===== src/rtl/dbg_inject_pkg.sv =====
package dbg_inject_pkg;
  localparam int CMD_W  = 48;
  localparam int WORD_W = 16;
  localparam int IMM_W  = 14;

  typedef enum logic [2:0] {
    ST_IDLE, ST_PFX, ST_W0, ST_W1, ST_W2, ST_WAIT, ST_RET, ST_EXIT
  } inj_state_e;

  typedef struct packed {
    logic [1:0]        len;
    logic              has_pfx;
    logic [WORD_W-1:0] pfx;
    logic [WORD_W-1:0] op;
    logic [WORD_W-1:0] wa;
    logic [WORD_W-1:0] wb;
  } inj_words_t;
endpackage


===== src/rtl/dbg_cmd_unpack.sv =====
module dbg_cmd_unpack
  import dbg_inject_pkg::*;
#(
  parameter logic [WORD_W-1:0] PFX_BASE = 16'hA000,
  parameter logic [1:0]        GRP_CODE = 2'b10
) (
  input  logic [CMD_W-1:0] cmd_i,
  output inj_words_t       words_o
);
  localparam int OP_LO = 4;
  localparam int IA_LO = OP_LO + WORD_W;
  localparam int IB_LO = IA_LO + IMM_W;

  always_comb begin
    words_o.len     = cmd_i[1:0];
    words_o.has_pfx = |cmd_i[3:2];
    words_o.pfx     = PFX_BASE;
    words_o.pfx[5]  = cmd_i[3];
    words_o.pfx[7]  = cmd_i[2];
    words_o.op      = cmd_i[OP_LO +: WORD_W];
    words_o.wa      = {GRP_CODE, cmd_i[IA_LO +: IMM_W]};
    words_o.wb      = {GRP_CODE, cmd_i[IB_LO +: IMM_W]};
  end
endmodule


===== src/rtl/dbg_inject_fsm.sv =====
module dbg_inject_fsm
  import dbg_inject_pkg::*;
(
  input  logic              clk_i,
  input  logic              rst_ni,
  input  logic              go_i,
  input  logic              go_exit_i,
  input  logic              ovr_clr_i,
  input  logic              dbg_enter_i,
  input  inj_words_t        words_i,
  input  logic              ib_ready_i,
  input  logic              done_i,
  output logic              ib_valid_o,
  output logic [WORD_W-1:0] ib_data_o,
  output logic              ib_last_o,
  output logic              busy_o,
  output logic              debug_o,
  output logic              err_o,
  output logic              ovr_o,
  output logic              exit_o
);
  inj_state_e state_q, state_d;
  logic exit_q, debug_q, err_q, ovr_q, go_ok;

  assign go_ok  = go_i && debug_q && (state_q == ST_IDLE);
  assign busy_o = state_q != ST_IDLE;
  assign exit_o = state_q == ST_EXIT;

  always_comb begin
    state_d = state_q;
    unique case (state_q)
      ST_IDLE: if (go_ok && words_i.len != 2'b00)
                 state_d = words_i.has_pfx ? ST_PFX : ST_W0;
      ST_PFX:  if (ib_ready_i) state_d = ST_W0;
      ST_W0:   if (ib_ready_i) state_d = (words_i.len == 2'b01) ? ST_WAIT : ST_W1;
      ST_W1:   if (ib_ready_i) state_d = (words_i.len == 2'b10) ? ST_WAIT : ST_W2;
      ST_W2:   if (ib_ready_i) state_d = ST_WAIT;
      ST_WAIT: if (done_i) state_d = exit_q ? ST_EXIT : ST_RET;
      ST_RET:  state_d = ST_IDLE;
      ST_EXIT: state_d = ST_IDLE;
      default: state_d = ST_IDLE;
    endcase
  end

  always_comb begin
    ib_valid_o = 1'b1;
    ib_data_o  = '0;
    ib_last_o  = 1'b0;
    unique case (state_q)
      ST_PFX: ib_data_o = words_i.pfx;
      ST_W0: begin
        ib_data_o = words_i.op;
        ib_last_o = words_i.len == 2'b01;
      end
      ST_W1: begin
        ib_data_o = words_i.wa;
        ib_last_o = words_i.len == 2'b10;
      end
      ST_W2: begin
        ib_data_o = words_i.wb;
        ib_last_o = 1'b1;
      end
      default: ib_valid_o = 1'b0;
    endcase
  end

  always_ff @(posedge clk_i or negedge rst_ni) begin
    if (!rst_ni) begin
      state_q <= ST_IDLE;
      exit_q  <= 1'b0;
      debug_q <= 1'b1;
      err_q   <= 1'b0;
      ovr_q   <= 1'b0;
    end else begin
      state_q <= state_d;
      if (go_ok) begin
        exit_q <= go_exit_i;
        err_q  <= words_i.len == 2'b00;
      end
      if (state_q == ST_EXIT) debug_q <= 1'b0;
      else if (dbg_enter_i && state_q == ST_IDLE) debug_q <= 1'b1;
      if (go_i && busy_o) ovr_q <= 1'b1;
      else if (ovr_clr_i) ovr_q <= 1'b0;
    end
  end

  assign debug_o = debug_q;
  assign err_o   = err_q;
  assign ovr_o   = ovr_q;


  hold_chk: assert property (@(posedge clk_i) disable iff (!rst_ni)
    ib_valid_o && !ib_ready_i |=> ib_valid_o && $stable(ib_data_o));

  badlen_chk: assert property (@(posedge clk_i) disable iff (!rst_ni)
    go_i && debug_o && !busy_o && words_i.len == 2'b00 |=> !busy_o && err_o);

  ovr_set_chk: assert property (@(posedge clk_i) disable iff (!rst_ni)
    go_i && busy_o |=> ovr_o);

  nodbg_chk: assert property (@(posedge clk_i) disable iff (!rst_ni)
    go_i && !debug_o && !busy_o |=> !busy_o);
endmodule


===== src/rtl/dbg_exc_defer.sv =====
module dbg_exc_defer (
  input  logic clk_i,
  input  logic rst_ni,
  input  logic exc_i,
  input  logic capture_i,
  input  logic release_i,
  output logic exc_o
);
  logic pend_q;

  always_ff @(posedge clk_i or negedge rst_ni) begin
    if (!rst_ni)                pend_q <= 1'b0;
    else if (release_i)         pend_q <= 1'b0;
    else if (capture_i && exc_i) pend_q <= 1'b1;
  end

  assign exc_o = release_i && pend_q;


  pulse_once_chk: assert property (@(posedge clk_i) disable iff (!rst_ni)
    exc_o |=> !exc_o);
endmodule


===== src/rtl/dbg_inject_unit.sv =====
module dbg_inject_unit
  import dbg_inject_pkg::*;
#(
  parameter logic [WORD_W-1:0] PFX_BASE = 16'hA000,
  parameter logic [1:0]        GRP_CODE = 2'b10
) (
  input  logic              clk_i,
  input  logic              rst_ni,
  input  logic              cmd_we_i,
  input  logic [CMD_W-1:0]  cmd_wdata_i,
  input  logic              go_i,
  input  logic              go_exit_i,
  input  logic              ovr_clr_i,
  input  logic              dbg_enter_i,
  output logic              ib_valid_o,
  output logic [WORD_W-1:0] ib_data_o,
  output logic              ib_last_o,
  input  logic              ib_ready_i,
  input  logic              done_i,
  input  logic              exc_i,
  output logic              exc_o,
  output logic              busy_o,
  output logic              debug_o,
  output logic              err_o,
  output logic              ovr_o
);
  logic [CMD_W-1:0] cmd_q;
  inj_words_t       words;
  logic             exit_st;

  // command word is frozen while an injection runs
  always_ff @(posedge clk_i or negedge rst_ni) begin
    if (!rst_ni)                  cmd_q <= '0;
    else if (cmd_we_i && !busy_o) cmd_q <= cmd_wdata_i;
  end

  dbg_cmd_unpack #(.PFX_BASE(PFX_BASE), .GRP_CODE(GRP_CODE)) u_unpack (
    .cmd_i   (cmd_q),
    .words_o (words)
  );

  dbg_inject_fsm u_fsm (
    .clk_i       (clk_i),
    .rst_ni      (rst_ni),
    .go_i        (go_i),
    .go_exit_i   (go_exit_i),
    .ovr_clr_i   (ovr_clr_i),
    .dbg_enter_i (dbg_enter_i),
    .words_i     (words),
    .ib_ready_i  (ib_ready_i),
    .done_i      (done_i),
    .ib_valid_o  (ib_valid_o),
    .ib_data_o   (ib_data_o),
    .ib_last_o   (ib_last_o),
    .busy_o      (busy_o),
    .debug_o     (debug_o),
    .err_o       (err_o),
    .ovr_o       (ovr_o),
    .exit_o      (exit_st)
  );

  dbg_exc_defer u_exc (
    .clk_i     (clk_i),
    .rst_ni    (rst_ni),
    .exc_i     (exc_i),
    .capture_i (busy_o && !exit_st),
    .release_i (exit_st),
    .exc_o     (exc_o)
  );


  exc_on_exit_chk: assert property (@(posedge clk_i) disable iff (!rst_ni)
    exc_o |=> !debug_o && !busy_o);

  frozen_cmd_chk: assert property (@(posedge clk_i) disable iff (!rst_ni)
    ib_valid_o && !ib_ready_i && cmd_we_i |=> $stable(ib_data_o));
endmodule


===== config.mk =====
export PLATFORM = sky130hd
export DESIGN_NAME = dbg_inject_unit
export DESIGN_NICKNAME = d
export VERILOG_FILES = /design/src/rtl/dbg_inject_pkg.sv /design/src/rtl/dbg_cmd_unpack.sv /design/src/rtl/dbg_inject_fsm.sv /design/src/rtl/dbg_exc_defer.sv /design/src/rtl/dbg_inject_unit.sv
export SDC_FILE = /design/constraint.sdc
export NUM_CORES = 1
export LEC_CHECK = 0
export BUFFER_PORTS_ARGS = -buffer_cell sky130_fd_sc_hd__buf_2
export CAP_MARGIN = 30
export CORE_MARGIN = 3
export CORE_UTILIZATION = 40
export DETAILED_ROUTE_END_ITERATION = 10
export MAX_ROUTING_LAYER = met4
export PLACE_DENSITY = 0.64
export SLEW_MARGIN = 20
export SYNTH_ARGS = -nofsm -noshare
export SYNTH_HDL_FRONTEND = slang
export SYNTH_HIERARCHICAL = 1
export SYNTH_SLANG_ARGS = --single-unit

===== constraint.sdc =====
create_clock -name clk_i -period 2.45 [get_ports clk_i]
set_input_delay 0.49 -clock clk_i [delete_from_list [all_inputs] [get_ports clk_i]]
set_output_delay 0.49 -clock clk_i [all_outputs]
set_load 0.02 [all_outputs]

==> results of run 1 <==
## critical path, cell delays in order (launching register included)
cell and delay (ns):
dfrtp_1 0.52, nand2b_1 0.32, buf_4 0.25, o22ai_1 0.21, buf_2 0.20
## through the flow
stage / std cells / hold slack (ns) / area [sq um] / total power [mW] / utilization
6_report: 419 / 0.301 / 3520 / 4.89 / 0.444
4_1_cts: 419 / 0.332 / 3510 / 4.94 / 0.443
3_3_place_gp: 411 / 0.470 / 3390 / 4.23 / 0.428
2_1_floorplan: 302 / 0.194 / 3410 / 4.19 / -
5_1_grt: 419 / 0.367 / 3520 / 5.25 / 0.444
3_5_place_dp: 411 / 0.485 / 3390 / 4.28 / 0.428
## worst max path at each step
stage | start | end | slack (ns)
final | u_fsm/state_q[2] | ib_data_o[2] | 0.14
after global routing | u_fsm/state_q[0] | ib_data_o[15] | 0.02
after CTS | u_fsm/state_q[0] | ib_data_o[13] | 0.04
after detailed placement | u_fsm/state_q[0] | ib_data_o[13] | 0.40
after global placement | u_fsm/state_q[0] | ib_data_o[13] | 0.42
after floorplan | u_fsm/state_q[0] | ib_data_o[0] | 0.51
## cells in the final DEF, fill, tap and decap left out, types with 6 or more instances in the layout
cell / count
o22ai_1: 19
nor2_1: 6
buf_4: 9
conb_1: 18
clkbuf_8: 6
a22oi_1: 16
dfrtp_1: 55
mux2_4: 20
buf_2: 80
mux2_2: 30
mux2i_1: 16
## routing by layer
layer / up-vias / global-route usage / share of wire
met5: - / - / 0
met4: 0 / 0.0351 / 0.0082
met3: 5 / 0.0345 / 0.067
met2: 69 / 0.237 / 0.50
met1: 984 / 0.178 / 0.43
li1: 979 / - / -
## state kept, by name, indices dropped and copies added (netlist names)
signal,cells
u_exc/pend_q,1
cmd_q,48
u_fsm/exit_q,1
u_fsm/ovr_o,1
u_fsm/debug_o,1
u_fsm/err_o,1
u_fsm/state_q,3
## power groups by stage
stage,logic (mW),clock network (mW),registers (mW)
3_3_place_gp,2.51,0,1.73
3_5_place_dp,2.54,0,1.74
2_1_floorplan,2.57,0,1.63
5_1_grt,2.76,0.695,1.79
6_report,2.54,0.633,1.72
4_1_cts,2.56,0.660,1.72
## timing repair
action	CTS	global route
hold buffers	0	0
endpoints found under the hold margin	0	0
resized for setup	0	1
endpoints found under the setup margin	0	4
buffers inserted	0	0
## kinds of logic after synthesis
family	Yosys count	share of synthesized area
flops	56	0.419
simple gates	25	0.0415
compound gates	48	0.100
other cells	2	0.00224
buf+inv	87	0.193
xor+xnor	1	0.00262
mux	67	0.242
## area by class of cell
cell class,count,area (sq um)
Tap cell,102,128
Inverter,4,15.0
Timing Repair Buffer,90,488
Clock buffer,6,82.6
Clock inverter,2,38.8
Sequential cell,56,1400
Multi-Input combinational cell,159,1370
Fill cell,768,4410
==> impl_metrics.toml, run 1 <==
[outcome]
status = "finished, final reports clean"

[detailed_routing]
drt_iter0_drc = 76
wl_microns = 6490
drtPass1Iterations = 4
drc_errors = 0
ant_nets = 0
post_drt_via_cell_ratio = 4.86
vias = 2037
wl_per_cell_microns = 15.5

[clocking]
clk_pin_slew_ns = 0.10
cts_max_level = 2
root_buffer = "clkbuf_8"
cts_buffers = 5
worstSkewPairLatency_ns = 0.31
clock_sinks = 56
tritoncts = "built"
cts_buffer_depth = 2

[synth]
ys_seq_elements = 56
syn_area_per_cell_sq_um = 11.7
synth.distinct_cells = 36
syn_inst = 286
ys.flop_type = "dfrtp_1"
yosys_warnings = 6
synth_area_sq_mm = 0.00335
synthTopCellsByArea = "dfrtp_1 (41%), buf_4 (15%), mux2_2 (10%)"
synth_top_cell_by_area = "dfrtp_1"
synth_top_area_share = 0.411
synth_most_common_cell = "buf_4"
synth-seq-area-share = 0.419
async_flop_share = 1.00
synth_common_cells = "buf_4 (68), dfrtp_1 (55), mux2_2 (30)"
synth_edf_count = 0

[power]
internal_power_mw = 2.99
peakVddDrop_v = 0.000718
p_comb_frac = 0.519
switching_share = 0.389
power_frac_clock = 0.129
power.switching_mw = 1.90
share_seq_of_total_power = 0.352
power_density_mw_per_mm2 = 1390
p_leak_nw = 1.69

[sta]
max_clock_freq_mhz = 433
slew_headroom = 0.523
slew_viol_final = 0
post-route-min-period_ns = 2.31
setup_violations = 0
skew_ns = 0.00922
tightest_slew_ns = 0.715
fin_crit_sh = 0.943
rsz0062_at_grt = "false"
hold_viol = 0
setup_ws_ns = 0.141
fin_tns_setup_ns = 0

[worst_setup_path]
reg2reg_to = "cmd_q[11]"
reg2regPathDepth = 4
end_kind = "primary output"
r2r_setup_slack_ns = 0.55
cp_max_fo = 13
critPathKind = "reg2out"
r2r-start = "u_fsm/state_q[0]"
crit_required_ns = 1.96
critical_path_arrival_ns = 1.82
setup.worst_path.start_class = "flop"

[cells_and_area]
num-nets-final = 374
area_delta_synth_final_pct = 5.12
num_antenna_cells = 0
final_layout_size_suffix_gt1_frac = 0.486

[floorplanning]
start_util = 0.422
coreArea_sq_mm = 0.00793
ioPinCount = 81
dieArea_sq_mm = 0.00950
die_y_microns = 97.5
rows = 32
die_w_microns = 97.5

[grt]
antenna_found_initial = 0
grt_pass1_vias = 2130
grt.total_usage = 0.143
grt-ovfl-total = 0
grt_start_max_net_pins = 57
grt_pass1_wl_microns = 10600

[worst_hold_path]
hp-class = "in2async"

[placement]
gp_congestion = 0.866
numPortBuffers = 80
post-dp-hpwl_microns = 4800
dpl_worst_slack_ns = 0.404

[job]
max_cap_viol_count = 0
No activity file was read; power rests on OpenSTA's default activity.
==> run 2: changes to the inputs <==
clock period = 3 ns   (was 2.45 ns; I/O delays follow)
==> run 2 against run 1 <==
Against the previous run:
- critical path type unchanged
- critical endpoint is now ib_data_o[13]
- hold slack gained 0.064 ns
- die area is the same
- highest routed layer unchanged
- clock power shrank 33%
- worst setup slack lost 0.0074 ns
- clock skew grew 0.0038 ns
==> impl_metrics.toml, run 2 (synthesis gave the netlist of run 1 again) <==
[cells_and_area]
reg_top3 = "cmd_q x48, u_fsm/state_q x3"
area_delta_synth_final_pct = 3.44
num_antenna_cells = 0
largest_reg_flops = 48
top_register = "cmd_q"
final_layout_size_suffix_gt1_frac = 0.481
layout_common_cells = "buf_2 (80), dfrtp_1 (55), mux2_2 (30), mux2_4 (20), o22ai_1 (19)"
num-nets-final = 371
layout_commonest_cell = "buf_2"

[power]
p_leak_nw = 1.65
power_frac_clock = 0.110
p_comb_frac = 0.529
switching_share = 0.402
total_power_mw = 3.86
power_density_mw_per_mm2 = 1110
power.switching_mw = 1.55
internal_power_mw = 2.30
peakVddDrop_v = 0.000481
share_seq_of_total_power = 0.361

[clocking]
post_cts_buffers = 0
tritoncts = "built"
cts_buffers = 5
cts_max_level = 2
cts_resized = 0
clock_sinks = 56
root_buffer = "clkbuf_8"
worstSkewPairLatency_ns = 0.32
cts_hold_buf = 0
clk_pin_slew_ns = 0.11
cts_buffer_depth = 2

[detailed_routing]
wl_per_cell_microns = 15.6
drt_iter0_drc = 50
wl_microns = 6480
post_drt_via_cell_ratio = 4.87
drc_errors = 0
ant_nets = 0
drtPass1Iterations = 4
vias = 2025

[floorplanning]
die_w_microns = 97.5
start_util = 0.422
coreArea_sq_mm = 0.00793
dieArea_sq_mm = 0.00950
rows = 32
ioPinCount = 81
die_y_microns = 97.5

[worst_hold_path]
hp-class = "in2async"

[placement]
gp_congestion = 0.862
post-dp-hpwl_microns = 4740
numPortBuffers = 80

[worst_setup_path]
crit_chain = "buf_4 > inv_1 > nor2_2 > a22oi_1 > o22ai_1 > buf_2"
cp_max_fo = 17
crit_path_top_delay_cell = "dfrtp_1"
crit_required_ns = 2.40
cp_top_family = "buffers and inverters"
critPathKind = "reg2out"
critical_path_arrival_ns = 2.27
end_kind = "primary output"
critPathMaxStageDelay_ns = 0.56
path_buf_inv = 3
setup.worst_path.start_class = "flop"

[grt]
grt_pass1_wl_microns = 10900
grt_pass1_vias = 2162
grt.total_usage = 0.147
grt_start_max_net_pins = 49
antenna_found_initial = 0
grt-ovfl-total = 0

[job]
max_cap_viol_count = 0

[sta]
post-route-min-period_ns = 2.87
slew_headroom = 0.462
tightest_slew_ns = 0.806
slew_viol_final = 0
max_clock_freq_mhz = 349
skew_ns = 0.0130
hold_viol = 0
fin_crit_sh = 0.956
fin_tns_setup_ns = 0
rsz0062_at_grt = "false"
setup_violations = 0

[outcome]
status = "finished, final reports clean"
==> run 2: cell types whose count changed in the layout (fill, tap and decap cells not counted) <==
cell / change
buf_4: -3
clkinvlp_4: +2
bufinv_16: -1
clkbuf_8: -1
nor2_2: +1
nor2_4: -1
==> run 2: layout make-up <==
cell class                      count  area (sq um)
Clock inverter                      3          23.8
Inverter                            4          15.0
Timing Repair Buffer               87           465
Sequential cell                    56          1400
Multi-Input combinational cell    159          1360
Tap cell                          102           128
Clock buffer                        5          68.8
Fill cell                         748          4460
==> run 2: final timing paths <==
path	start	to	slack, ns	cells after the start
worst max-delay path	u_fsm/state_q[0]	ib_data_o[13]	0.13	6
worst min-delay path	rst_ni	cmd_q[7]	0.37	1
worst max register to register	u_fsm/state_q[0]	cmd_q[1]	0.88	4
worst min register to register	u_fsm/debug_o	u_fsm/debug_o	0.51	2
max in group asynchronous	rst_ni	cmd_q[19]	1.85	2
min in group clk_i	ovr_clr_i	u_fsm/ovr_o	0.47	2
==> run 2: worst register-to-register path, cell delays in order, from the launching register on <==
cell     delay (ns)
dfrtp_1        0.52
or3_1          0.60
nor2b_4        0.20
buf_12         0.28
mux2_2         0.42
==> run 2: stage by stage <==
stage / instances / instance area [sq um] / hold WS [ns] / util / worst slack [ns]
detailed placement: 408 / 3370 / 0.490 / 0.425 / 0.512
CTS: 416 / 3460 / 0.403 / 0.437 / 0.145
global placement: 408 / 3370 / 0.471 / 0.425 / 0.534
floorplan: 302 / 3410 / 0.304 / - / 0.946
global route: 416 / 3460 / 0.428 / 0.437 / 0.00860
finish: 416 / 3460 / 0.365 / 0.437 / 0.133
==> run 2: power groups by stage <==
stage	sequential [mW]	clock [mW]	combinational [mW]
after detailed placement	1.42	0	2.05
final	1.39	0.424	2.04
after global routing	1.45	0.472	2.22
after floorplan	1.33	0	2.10
after global placement	1.40	0	2.03
after CTS	1.40	0.445	2.06
==> run 2: layer usage <==
layer,routed length (microns),up-vias,global-route usage
met4,64,0,0.0415
met2,3170,78,0.238
met3,358,5,0.0323
li1,-,979,-
met1,2890,963,0.186
met5,0,-,-
